--- src/rtl/track_deskew_pkg.sv ---
package track_deskew_pkg;
    typedef enum logic [1:0] {
        PH_IDLE = 2'd0,
        PH_OPEN = 2'd1,
        PH_SHUT = 2'd2,
        PH_XFER = 2'd3
    } phase_e;
endpackage

--- src/rtl/track_deskew_window.sv ---
module track_deskew_window
    import track_deskew_pkg::*;
#(
    parameter int CNT_W       = 4,
    parameter int TEST_PRESET = 11,
    parameter int ERR_PRESET  = 4
) (
    input  logic clk,
    input  logic rst_n,
    input  logic any_pulse,
    input  logic test_mode,
    input  logic err_clr,
    output logic cap_en,
    output logic load,
    output logic xfer,
    output logic skew_err
);
    localparam logic [CNT_W-1:0] CNT_TOP = '1;
    localparam logic [CNT_W-1:0] TEST_V  = CNT_W'(TEST_PRESET);
    localparam logic [CNT_W-1:0] ERR_V   = CNT_W'(ERR_PRESET);

    typedef struct packed {
        phase_e           phase;
        logic [CNT_W-1:0] cnt;
        logic             err;
    } win_t;

    win_t win_d, win_q;
    logic late;

    always_comb begin
        win_d = win_q;
        late  = 1'b0;
        case (win_q.phase)
            PH_IDLE: begin
                if (any_pulse) begin
                    win_d.phase = PH_OPEN;
                    win_d.cnt   = test_mode ? TEST_V : '0;
                end
            end
            PH_OPEN: begin
                win_d.cnt = win_q.cnt + 1'b1;
                if (win_q.cnt == CNT_TOP) win_d.phase = PH_SHUT;
            end
            PH_SHUT: begin
                if (any_pulse) begin
                    late        = 1'b1;
                    win_d.phase = PH_OPEN;
                    win_d.cnt   = ERR_V;
                end else begin
                    win_d.phase = PH_XFER;
                end
            end
            default: begin
                late        = any_pulse;
                win_d.phase = PH_IDLE;
            end
        endcase
        win_d.err = (win_q.err & ~err_clr) | late;
    end

    always_ff @(posedge clk or negedge rst_n) begin
        if (!rst_n) win_q <= '{phase: PH_IDLE, cnt: '0, err: 1'b0};
        else        win_q <= win_d;
    end

    assign cap_en   = (win_q.phase != PH_XFER);
    assign load     = (win_q.phase == PH_SHUT) && !any_pulse;
    assign xfer     = (win_q.phase == PH_XFER);
    assign skew_err = win_q.err;

    p_test_preset_r3: assert property (@(posedge clk) disable iff (!rst_n)
        (win_q.phase == PH_IDLE && any_pulse && test_mode)
        |=> (win_q.phase == PH_OPEN && win_q.cnt == TEST_V));
    p_reopen_r5: assert property (@(posedge clk) disable iff (!rst_n)
        (win_q.phase == PH_SHUT && any_pulse)
        |=> (skew_err && win_q.phase == PH_OPEN && win_q.cnt == ERR_V));
    p_drop_flag_r6: assert property (@(posedge clk) disable iff (!rst_n)
        (xfer && any_pulse) |=> skew_err);
    p_sticky_r9: assert property (@(posedge clk) disable iff (!rst_n)
        (skew_err && !err_clr) |=> skew_err);
    p_one_strobe_r4: assert property (@(posedge clk) disable iff (!rst_n)
        xfer |=> !xfer);
endmodule

--- src/rtl/track_deskew_capture.sv ---
module track_deskew_capture #(
    parameter int N_CH = 7
) (
    input  logic            clk,
    input  logic            rst_n,
    input  logic [N_CH-1:0] pulse,
    input  logic            cap_en,
    input  logic            load,
    input  logic            clear,
    output logic [N_CH-1:0] word
);
    typedef struct packed {
        logic [N_CH-1:0] store;
        logic [N_CH-1:0] word;
    } cap_t;

    cap_t cap_d, cap_q;
    logic [N_CH-1:0] store_nx, word_nx;

    for (genvar i = 0; i < N_CH; i++) begin : g_bit
        assign store_nx[i] = clear ? 1'b0 : (cap_q.store[i] | (cap_en & pulse[i]));
        assign word_nx[i]  = load ? cap_q.store[i] : cap_q.word[i];
    end

    always_comb begin
        cap_d       = cap_q;
        cap_d.store = store_nx;
        cap_d.word  = word_nx;
    end

    always_ff @(posedge clk or negedge rst_n) begin
        if (!rst_n) cap_q <= '0;
        else        cap_q <= cap_d;
    end

    assign word = cap_q.word;

    p_load_nonempty_r2: assert property (@(posedge clk) disable iff (!rst_n)
        load |=> (word != '0));
endmodule

--- src/rtl/track_deskew.sv ---
module track_deskew #(
    parameter int N_CH        = 7,
    parameter int CNT_W       = 4,
    parameter int TEST_PRESET = 11,
    parameter int ERR_PRESET  = 4
) (
    input  logic            clk,
    input  logic            rst_n,
    input  logic [N_CH-1:0] chan_pulse,
    input  logic            test_mode,
    input  logic            out_en,
    input  logic            err_clr,
    output logic [N_CH-1:0] data_out,
    output logic            xfer_strobe,
    output logic            skew_err
);
    logic any_pulse, cap_en, load, xfer;
    logic [N_CH-1:0] word;

    assign any_pulse = |chan_pulse;

    track_deskew_window #(
        .CNT_W(CNT_W), .TEST_PRESET(TEST_PRESET), .ERR_PRESET(ERR_PRESET)
    ) u_win (
        .clk(clk), .rst_n(rst_n), .any_pulse(any_pulse), .test_mode(test_mode),
        .err_clr(err_clr), .cap_en(cap_en), .load(load), .xfer(xfer),
        .skew_err(skew_err)
    );

    track_deskew_capture #(.N_CH(N_CH)) u_cap (
        .clk(clk), .rst_n(rst_n), .pulse(chan_pulse), .cap_en(cap_en),
        .load(load), .clear(xfer), .word(word)
    );

    assign data_out    = out_en ? word : '0;
    assign xfer_strobe = xfer;

    p_gate_r8: assert property (@(posedge clk) disable iff (!rst_n)
        !out_en |-> (data_out == '0));
    p_clear_after_r7: assert property (@(posedge clk) disable iff (!rst_n)
        (xfer_strobe && !any_pulse) |=> !xfer_strobe);
endmodule

--- config.mk ---
export PLATFORM = sky130hd
export DESIGN_NAME = track_deskew
export DESIGN_NICKNAME = d
export VERILOG_FILES = /design/src/rtl/track_deskew_pkg.sv /design/src/rtl/track_deskew_window.sv /design/src/rtl/track_deskew_capture.sv /design/src/rtl/track_deskew.sv
export SDC_FILE = /design/constraint.sdc
export NUM_CORES = 1
export LEC_CHECK = 0
export ABC_AREA = 1
export CAP_MARGIN = 30
export CORE_AREA = 2 2 47 49
export CTS_BUF_LIST = sky130_fd_sc_hd__clkbuf_8
export CTS_CLUSTER_DIAMETER = 50
export CTS_CLUSTER_SIZE = 28
export DETAILED_ROUTE_END_ITERATION = 8
export DIE_AREA = 0 0 49 51
export GPL_TIMING_DRIVEN = 0
export PLACE_DENSITY = 0.9
export SLEW_MARGIN = 20
export SYNTH_ARGS = -nofsm -noshare
export SYNTH_HDL_FRONTEND = slang
export SYNTH_SLANG_ARGS = --single-unit
--- constraint.sdc ---
create_clock -name clk -period 2 [get_ports clk]
set_input_delay 0.3 -clock clk [delete_from_list [all_inputs] [get_ports clk]]
set_output_delay 0.3 -clock clk [all_outputs]
set_load 0.02 [all_outputs]
==> qor.csv, run 1 <==
stage;metric;value;unit
route;wire per inst;10.5;µm
clocking;CTS sink count;21;
power_and_ir_drop;overall power;1600;µW
route;drt drc;0;
final_layout;layout net count;178;
clocking;post-CTS setup buffer count;0;
yosys;Synth top area share;0.491;
clocking;Max clock buf depth;2;
die;Die X-Extent;49;µm
yosys;Synth Instances;135;
sta;fin. max-slew vios;0;
final_layout;Final Instance Area;1370;µm²
clocking;number of cells upsized or downsized after cts;0;
sta;Fin. Hold Viols;0;
setup_path;FF-to-FF path depth;6;
sta;skew final;0.00585;ns
grt;number of global-route vias before repair;775;
clocking;CTS HTree Levels;1;
yosys;register area share after synthesis;0.491;
grt;GRT overflow;0;
sta;Slew HR;0.637;
yosys;yosys warns;0;
sta;Achievable Freq;557;MHz
final_layout;Core Util, Final;0.662;
die;Core Area;2060;µm²
final_layout;layout cells sized above 1;0.0938;
final_layout;Fillers;171;
die;die area;2500;µm²
placement;Placement Cell Area;1310;µm²
sta;RSZ-0062 raised after global routing;false;
sta;total negative slack;0;ns
power_and_ir_drop;power density cells;1170;nW/µm²
setup_path;Crit Path Max Fanout;5;
clocking;clock slew seen by the registers of the worst setup and hold paths;0.08;ns
die;Die Y;51;µm
worst_hold_path;hold crit path type;in -> async;
job;Max Cap Viol;0;
yosys;ys flop type;dfrtp_1;
power_and_ir_drop;Peak VDD IR;1.01;mV
clocking;hold buffers post-CTS;0;
route;routed via count;897;
clocking;Root Buffer;clkbuf_8;
clocking;Num CTS Buffers;3;
setup_path;Critical-path top delay cell;clkdlybuf4s50_1;
die;Ports;21;
setup_path;Setup crit start kind;register;
placement;IO buf count;20;
placement;post-placement worst setup slack;0.0756;ns
yosys;synth unique cells;20;
route;first drt pass iteration count;4;
placement;post-DP HPWL;1570;µm
setup_path;required time worst endpoint;1.70;ns
yosys;Synth area leaders;dfrtp_1, nand2_1, nand3_1, ha_1, inv_1;
yosys;register bit total from synthesis;21;
yosys;mean cell area of the mapped netlist;7.93;µm²
setup_path;worst-path cell chain;ha_1 > clkdlybuf4s50_1;
yosys;Yosys top cell by area;dfrtp_1;
clocking;latest clock arrival within the worst-skew pair;0.26;ns
sta;post-route setup slack;0.203;ns
route;WL final;1970;µm
route;Initial DRC Count;24;
grt;largest net degree at the start of global routing;22;
sta;Slew @ Worst Pin;0.543;ns
route;ANT nets after route;0;
grt;initial antenna violation count;0;
yosys;number of flops mapped to enable cells by yosys;0;
setup_path;worst setup path category;reg -> out;
clocking;TritonCTS clock tree;yes;
yosys;FFs w/ async S/R, synth;1.00;
route;drt via density;4.77;
setup_path;R2R Setup Slk;0.55;ns
setup_path;max incr delay on CP;0.61;ns
placement;GPL Wtd Cong;0.896;
die;Site Rows;17;
setup_path;CP endpoint kind;output port;
setup_path;Worst R2R End;u_cap.word[2];
power_and_ir_drop;leak pwr;0.000728;µW
status;status;completed;
sta;Tmin final;1.80;ns
sta;period utilisation layout;0.898;
final_layout;diode count;0;
final_layout;most frequent cells in the layout;nand2_1, dfrtp_1, clkdlybuf4s50_1;
grt;first-pass GRT wire length;3270;µm
die;Starting Density;0.519;
final_layout;most common cell after layout, fill and taps aside;nand2_1;
final_layout;Layout area overhead;27.5;%
sta;# setup viols final;0;
setup_path;FF-to-FF Start;u_win.win_q[5];
yosys;syn nets;152;
setup_path;CP arrival;1.50;ns
yosys;post-synthesis cell area;1070;µm²
grt;GRT Total Usage;0.173;
==> layer usage <==
layer | track usage | vias up | share of wire
li1 | - | 466 | -
met1 | 0.210 | 412 | 0.46
met2 | 0.297 | 17 | 0.50
met3 | 0.0292 | 2 | 0.031
met4 | 0.0905 | 0 | 0.013
met5 | 0 | - | 0
==> how the worst max path moves through the flow <==
stage | startpoint | end | slack [ns] | cells past startpoint
finish | u_win.win_q[5] | xfer_strobe | 0.20 | 2
detailed placement | out_en | data_out[5] | 0.08 | 4
CTS | out_en | data_out[5] | 0.07 | 4
global route | u_win.win_q[5] | xfer_strobe | 0.18 | 2
global placement | out_en | data_out[0] | 0.1 | 4
floorplan | u_win.win_q[5] | u_win.win_q[5] | 0.74 | 4
==> where the power goes <==
| group | switching (µW) | internal (µW) |
|---|---|---|
| Sequential | 103 | 579 |
| Clock | 131 | 136 |
| Combinational | 383 | 262 |
| Total | 617 | 978 |
==> critical path, delay by kind of cell (launching register included) <==
kind	cells	cell delay (ns)
adders and majority gates	1	0.20
DFF	1	0.43
buffers and inverters	1	0.61
==> cell type report <==
| type | count | area (µm²) | area share |
|---|---|---|---|
| Clock buffer | 3 | 41.3 | 0.0302 |
| Clock inverter | 1 | 3.75 | 0.00275 |
| Sequential cell | 21 | 526 | 0.385 |
| Multi-Input combinational cell | 95 | 465 | 0.341 |
| Inverter | 16 | 60.1 | 0.0440 |
| Timing Repair Buffer | 21 | 214 | 0.157 |
| Tap cell | 28 | 35.0 | 0.0257 |
| Buffer | 3 | 20.0 | 0.0147 |
==> Yosys cell counts, types with 2 or more instances <==
master,instances
or2_2,2
nand3_1,13
nor2_1,15
inv_1,16
o21ai_0,4
nand2_2,4
a21oi_1,2
dfrtp_1,21
ha_1,5
nand2_1,43
==> stage by stage <==
| stage | cells | hold WS, ns |
|---|---|---|
| final | 188 | 0.394 |
| after detailed placement | 183 | 0.458 |
| after CTS | 187 | 0.476 |
| after global routing | 188 | 0.431 |
| after floorplan | 135 | 0.00441 |
| after global placement | 183 | 0.455 |
==> flip-flops by register name (all words and copies together), names as in the netlist <==
register / cells
u_cap.cap_q: 7
u_win.skew_err: 1
u_cap.word: 7
u_win.win_q: 6
==> kinds of logic (layout without fill, tap and decap cells) <==
logic type	Yosys count	after routing	synth area share
and+or+nand+nor	79	79	0.315
DFF	21	21	0.491
buffers and inverters	19	44	0.0748
AOI/OAI and AO/OA	11	11	0.0608
adders and majority gates	5	5	0.0584
No activity file was read; power rests on OpenSTA's default activity.
==> inputs of run 2 (changes only) <==
CORE_AREA = 2 2 57 43   (was 2 2 47 49)
CTS_BUF_LIST = unset   (was sky130_fd_sc_hd__clkbuf_8)
DIE_AREA = 0 0 59 45   (was 0 0 49 51)
PLACE_DENSITY = 0.86   (was 0.9)
==> run 2 against run 1 <==
Sequential power increased by 0.7%; critical path depth increased by 2; global-route usage increased by 1.2 points; largest cell class unchanged; combinational power increased by 0.8%.
==> qor.csv, run 2 (synthesized netlist as in run 1, its figures left out) <==
stage;metric;value;unit
clocking;TritonCTS clock tree;yes;
placement;GPL Wtd Cong;0.814;
clocking;Max clock buf depth;2;
sta;skew final;0.00194;ns
sta;fin. max-slew vios;0;
setup_path;CP endpoint kind;output port;
die;Die Y;45;µm
clocking;hold buffers post-CTS;0;
clocking;number of cells upsized or downsized after cts;0;
route;ANT nets after route;0;
route;Top Metal Used;met4;
placement;IO buf count;20;
sta;period utilisation layout;0.967;
die;Core Area;2070;µm²
power_and_ir_drop;Peak VDD IR;0.555;mV
die;die area;2660;µm²
power_and_ir_drop;power density cells;1150;nW/µm²
route;first drt pass iteration count;4;
clocking;Root Buffer;clkbuf_4;
die;Die X-Extent;59;µm
sta;Fin. Hold Viols;0;
setup_path;Setup crit start kind;input pin;
sta;Slew HR;0.749;
route;Initial DRC Count;20;
sta;Tmin final;1.93;ns
setup_path;R2R Setup Slk;0.56;ns
final_layout;most common cell after layout, fill and taps aside;nand2_1;
final_layout;diode count;0;
route;wl on met1;961;µm
clocking;CTS sink count;21;
setup_path;Critical-path top delay cell;clkdlybuf4s50_1;
route;drt drc;0;
clocking;post-CTS setup buffer count;0;
sta;Slew @ Worst Pin;0.376;ns
die;Ports;21;
setup_path;FF-to-FF Start;u_win.win_q[5];
worst_hold_path;hold crit path type;in -> async;
route;routed via count;917;
route;wire per inst;11.8;µm
grt;first-pass GRT wire length;3550;µm
sta;total negative slack;0;ns
route;WL final;2170;µm
grt;largest net degree at the start of global routing;22;
grt;number of global-route vias before repair;819;
job;Max Cap Viol;0;
power_and_ir_drop;leak pwr;0.000709;µW
final_layout;Fillers;194;
setup_path;Crit Path Max Fanout;7;
sta;RSZ-0062 raised after global routing;false;
route;routed wl met3;80;µm
setup_path;worst-path cell chain;clkdlybuf4s50_1 > nand2_1 > inv_1 > clkdlybuf4s50_1;
setup_path;required time worst endpoint;1.70;ns
final_layout;layout net count;178;
sta;# setup viols final;0;
clocking;Num CTS Buffers;3;
final_layout;layout cells sized above 1;0.0938;
clocking;latest clock arrival within the worst-skew pair;0.31;ns
setup_path;max incr delay on CP;0.60;ns
route;drt via density;4.98;
clocking;clock slew seen by the registers of the worst setup and hold paths;0.11;ns
setup_path;crit-path most repeated cell;clkdlybuf4s50_1;
status;status;completed;
route;DR WL met2;1090;µm
die;Site Rows;14;
clocking;CTS HTree Levels;1;
placement;post-DP HPWL;1710;µm
final_layout;most frequent cells in the layout;nand2_1, dfrtp_1, clkdlybuf4s50_1;
sta;Achievable Freq;517;MHz
die;Starting Density;0.518;
grt;GRT overflow;0;
setup_path;worst setup path category;in -> out;
setup_path;CP arrival;1.63;ns
grt;initial antenna violation count;0;
grt;GRT Total Usage;0.184;
setup_path;crit path launch;out_en;
power_and_ir_drop;overall power;1540;µW
final_layout;Layout area overhead;25.4;%
run 2: worst max-delay path: cells and delay by family:
| kind | cells | cell delay (ns) |
|---|---|---|
| simple gates | 1 | 0.08 |
| buf+inv | 3 | 1.25 |
run 2: through the flow:
stage	instance area, µm²	std cells	util	worst slack [ns]	hold slack (ns)
4_1_cts	1330	183	0.642	0.0520	0.486
5_1_grt	1340	184	0.650	0.00521	0.186
3_5_place_dp	1300	179	0.630	0.0560	0.458
3_3_place_gp	1300	179	0.630	0.0840	0.455
6_report	1340	184	0.650	0.0651	0.187
2_1_floorplan	1070	135	-	0.745	0.00441
run 2: layout make-up:
type                            count  area [µm²]  area share
Clock buffer                        4        26.3      0.0196
Inverter                           16        60.1      0.0447
Multi-Input combinational cell     95         465       0.347
Tap cell                           24        30.0      0.0224
Sequential cell                    21         526       0.391
Buffer                              3        20.0      0.0149
Timing Repair Buffer               21         215       0.160
run 2: power breakdown:
group	internal, µW	switching, µW	total, µW
clock network	78.1	125	203
registers	578	109	688
logic	262	389	650
total	918	623	1540
run 2: worst paths after layout:
path | to | cells past startpoint
max reg2reg | u_cap.word[1] | 6
max in group asynchronous | u_cap.word[6] | 2
max | data_out[4] | 4
min reg2reg | u_cap.word[4] | 2
min in group clk | u_cap.word[4] | 2
min | u_cap.word[1] | 1
run 2: metal layers:
layer  GRT usage  up-vias
met5           0        -
met4      0.0818        0
met3      0.0516        4
met2       0.322       16
met1       0.214      429
li1            -      468
==> inputs of run 3 (changes only) <==
PLACE_DENSITY = 0.83   (was 0.86)
==> run 3 against run 2 <==
Combinational power decreased by 2%; global-route usage increased by 0.41 points; worst setup slack improved by 0.095 ns; sequential power about the same; non-clock buffer count unchanged.
==> qor.csv, run 3 (synthesized netlist as in run 1, its figures left out) <==
stage;metric;value;unit
final_layout;storage element area;526;µm²
route;ANT nets after route;0;
final_layout;most common cell after layout, fill and taps aside;nand2_1;
sta;fin. max-slew vios;0;
sta;Tmin final;1.84;ns
power_and_ir_drop;Peak VDD IR;0.608;mV
grt;initial antenna violation count;0;
route;routed via count;916;
grt;GRT overflow;0;
die;Die X-Extent;59;µm
power_and_ir_drop;power density cells;1130;nW/µm²
clocking;CTS sink count;21;
setup_path;max incr delay on CP;0.60;ns
clocking;Root Buffer;clkbuf_4;
placement;post-placement worst setup slack;0.0377;ns
setup_path;worst setup path category;reg -> out;
sta;RSZ-0062 raised after global routing;false;
die;Starting Density;0.518;
final_layout;Core Util, Final;0.651;
clocking;CTS HTree Levels;1;
route;Initial DRC Count;18;
job;Max Cap Viol;0;
die;Core Area;2070;µm²
grt;number of global-route vias before repair;862;
route;drt drc;0;
setup_path;Crit Path Max Fanout;5;
grt;global routing's busiest layer;met2;
sta;skew final;0.00445;ns
setup_path;CP endpoint kind;output port;
final_layout;Fillers;171;
sta;Slew @ Worst Pin;0.365;ns
clocking;post-CTS setup buffer count;0;
grt;GRT met2 Usage;0.351;
route;wire per inst;11.5;µm
sta;Fin. Hold Viols;0;
final_layout;most frequent cells in the layout;nand2_1, dfrtp_1, clkdlybuf4s50_1;
sta;WHS;0.268;ns
grt;routing usage on met3;0.0630;
die;Site Rows;14;
final_layout;layout cells sized above 1;0.0938;
final_layout;Layout area overhead;25.6;%
die;Die Y;45;µm
placement;IO buf count;20;
setup_path;Critical-path top delay cell;clkdlybuf4s50_1;
clocking;Max clock buf depth;2;
placement;GPL Wtd Cong;0.911;
setup_path;CP arrival;1.54;ns
grt;met1 Use GR;0.207;
worst_hold_path;hold crit path type;in -> async;
sta;total negative slack;0;ns
route;first drt pass iteration count;5;
clocking;clock slew seen by the registers of the worst setup and hold paths;0.11;ns
clocking;latest clock arrival within the worst-skew pair;0.30;ns
placement;post-DP HPWL;1740;µm
setup_path;Setup crit start kind;register;
clocking;number of cells upsized or downsized after cts;0;
grt;largest net degree at the start of global routing;22;
sta;# setup viols final;0;
status;status;completed;
final_layout;layout net count;178;
final_layout;Multi-input gate area;465;µm²
die;die area;2660;µm²
grt;first-pass GRT wire length;3590;µm
clocking;TritonCTS clock tree;yes;
route;WL final;2110;µm
route;drt via density;4.98;
setup_path;required time worst endpoint;1.70;ns
sta;period utilisation layout;0.920;
setup_path;worst-path cell chain;ha_1 > clkdlybuf4s50_1;
power_and_ir_drop;leak pwr;0.000718;µW
grt;GRT Total Usage;0.188;
sta;Achievable Freq;544;MHz
final_layout;diode count;0;
sta;post-route setup slack;0.160;ns
sta;Slew HR;0.756;
clocking;hold buffers post-CTS;0;
clocking;Num CTS Buffers;3;
die;Ports;21;
-- run 3: metrics by stage --
stage                     instances  total power (µW)  cell area [µm²]
final                           184              1520             1350
after global routing            184              1670             1350
after CTS                       183              1530             1330
after detailed placement        179              1340             1300
after global placement          179              1300             1300
after floorplan                 135              1130             1070
-- run 3: cell type report --
class	instances	share of cell area
plain buffers	3	0.0149
clock buffers	4	0.0195
well taps	24	0.0223
flip-flops and latches	21	0.391
multi-input cells	95	0.346
inverters	16	0.0447
repair buffers	21	0.162
-- run 3: worst paths after layout --
check / to / cells after the start / slack [ns] / start
worst max-delay path: xfer_strobe / 2 / 0.16 / u_win.win_q[5]
worst min-delay path: u_cap.cap_q[7] / 1 / 0.27 / rst_n
worst max register to register: u_win.win_q[4] / 8 / 0.54 / u_win.win_q[5]
worst min register to register: u_cap.word[5] / 2 / 0.49 / u_cap.word[5]
max in group asynchronous: u_win.win_q[3] / 2 / 1.33 / rst_n
min in group clk: u_cap.word[5] / 2 / 0.49 / u_cap.word[5]
-- run 3: metal layers --
layer	share of wire	wire, µm
met5	0	0
met2	0.51	1090
met3	0.032	68
met1	0.45	941
met4	0.0066	14
-- run 3: worst max-delay path: cells and delay by family (launching register included) --
kind       cells  cell delay [ns]
buf+inv        1             0.60
fa+ha+maj      1             0.20
flops          1             0.44
-- run 3: power by group --
part           internal (µW)  switching (µW)  leakage [µW]
clock network           77.7             122     0.0000150
logic                    260             376      0.000448
registers                578             110      0.000254
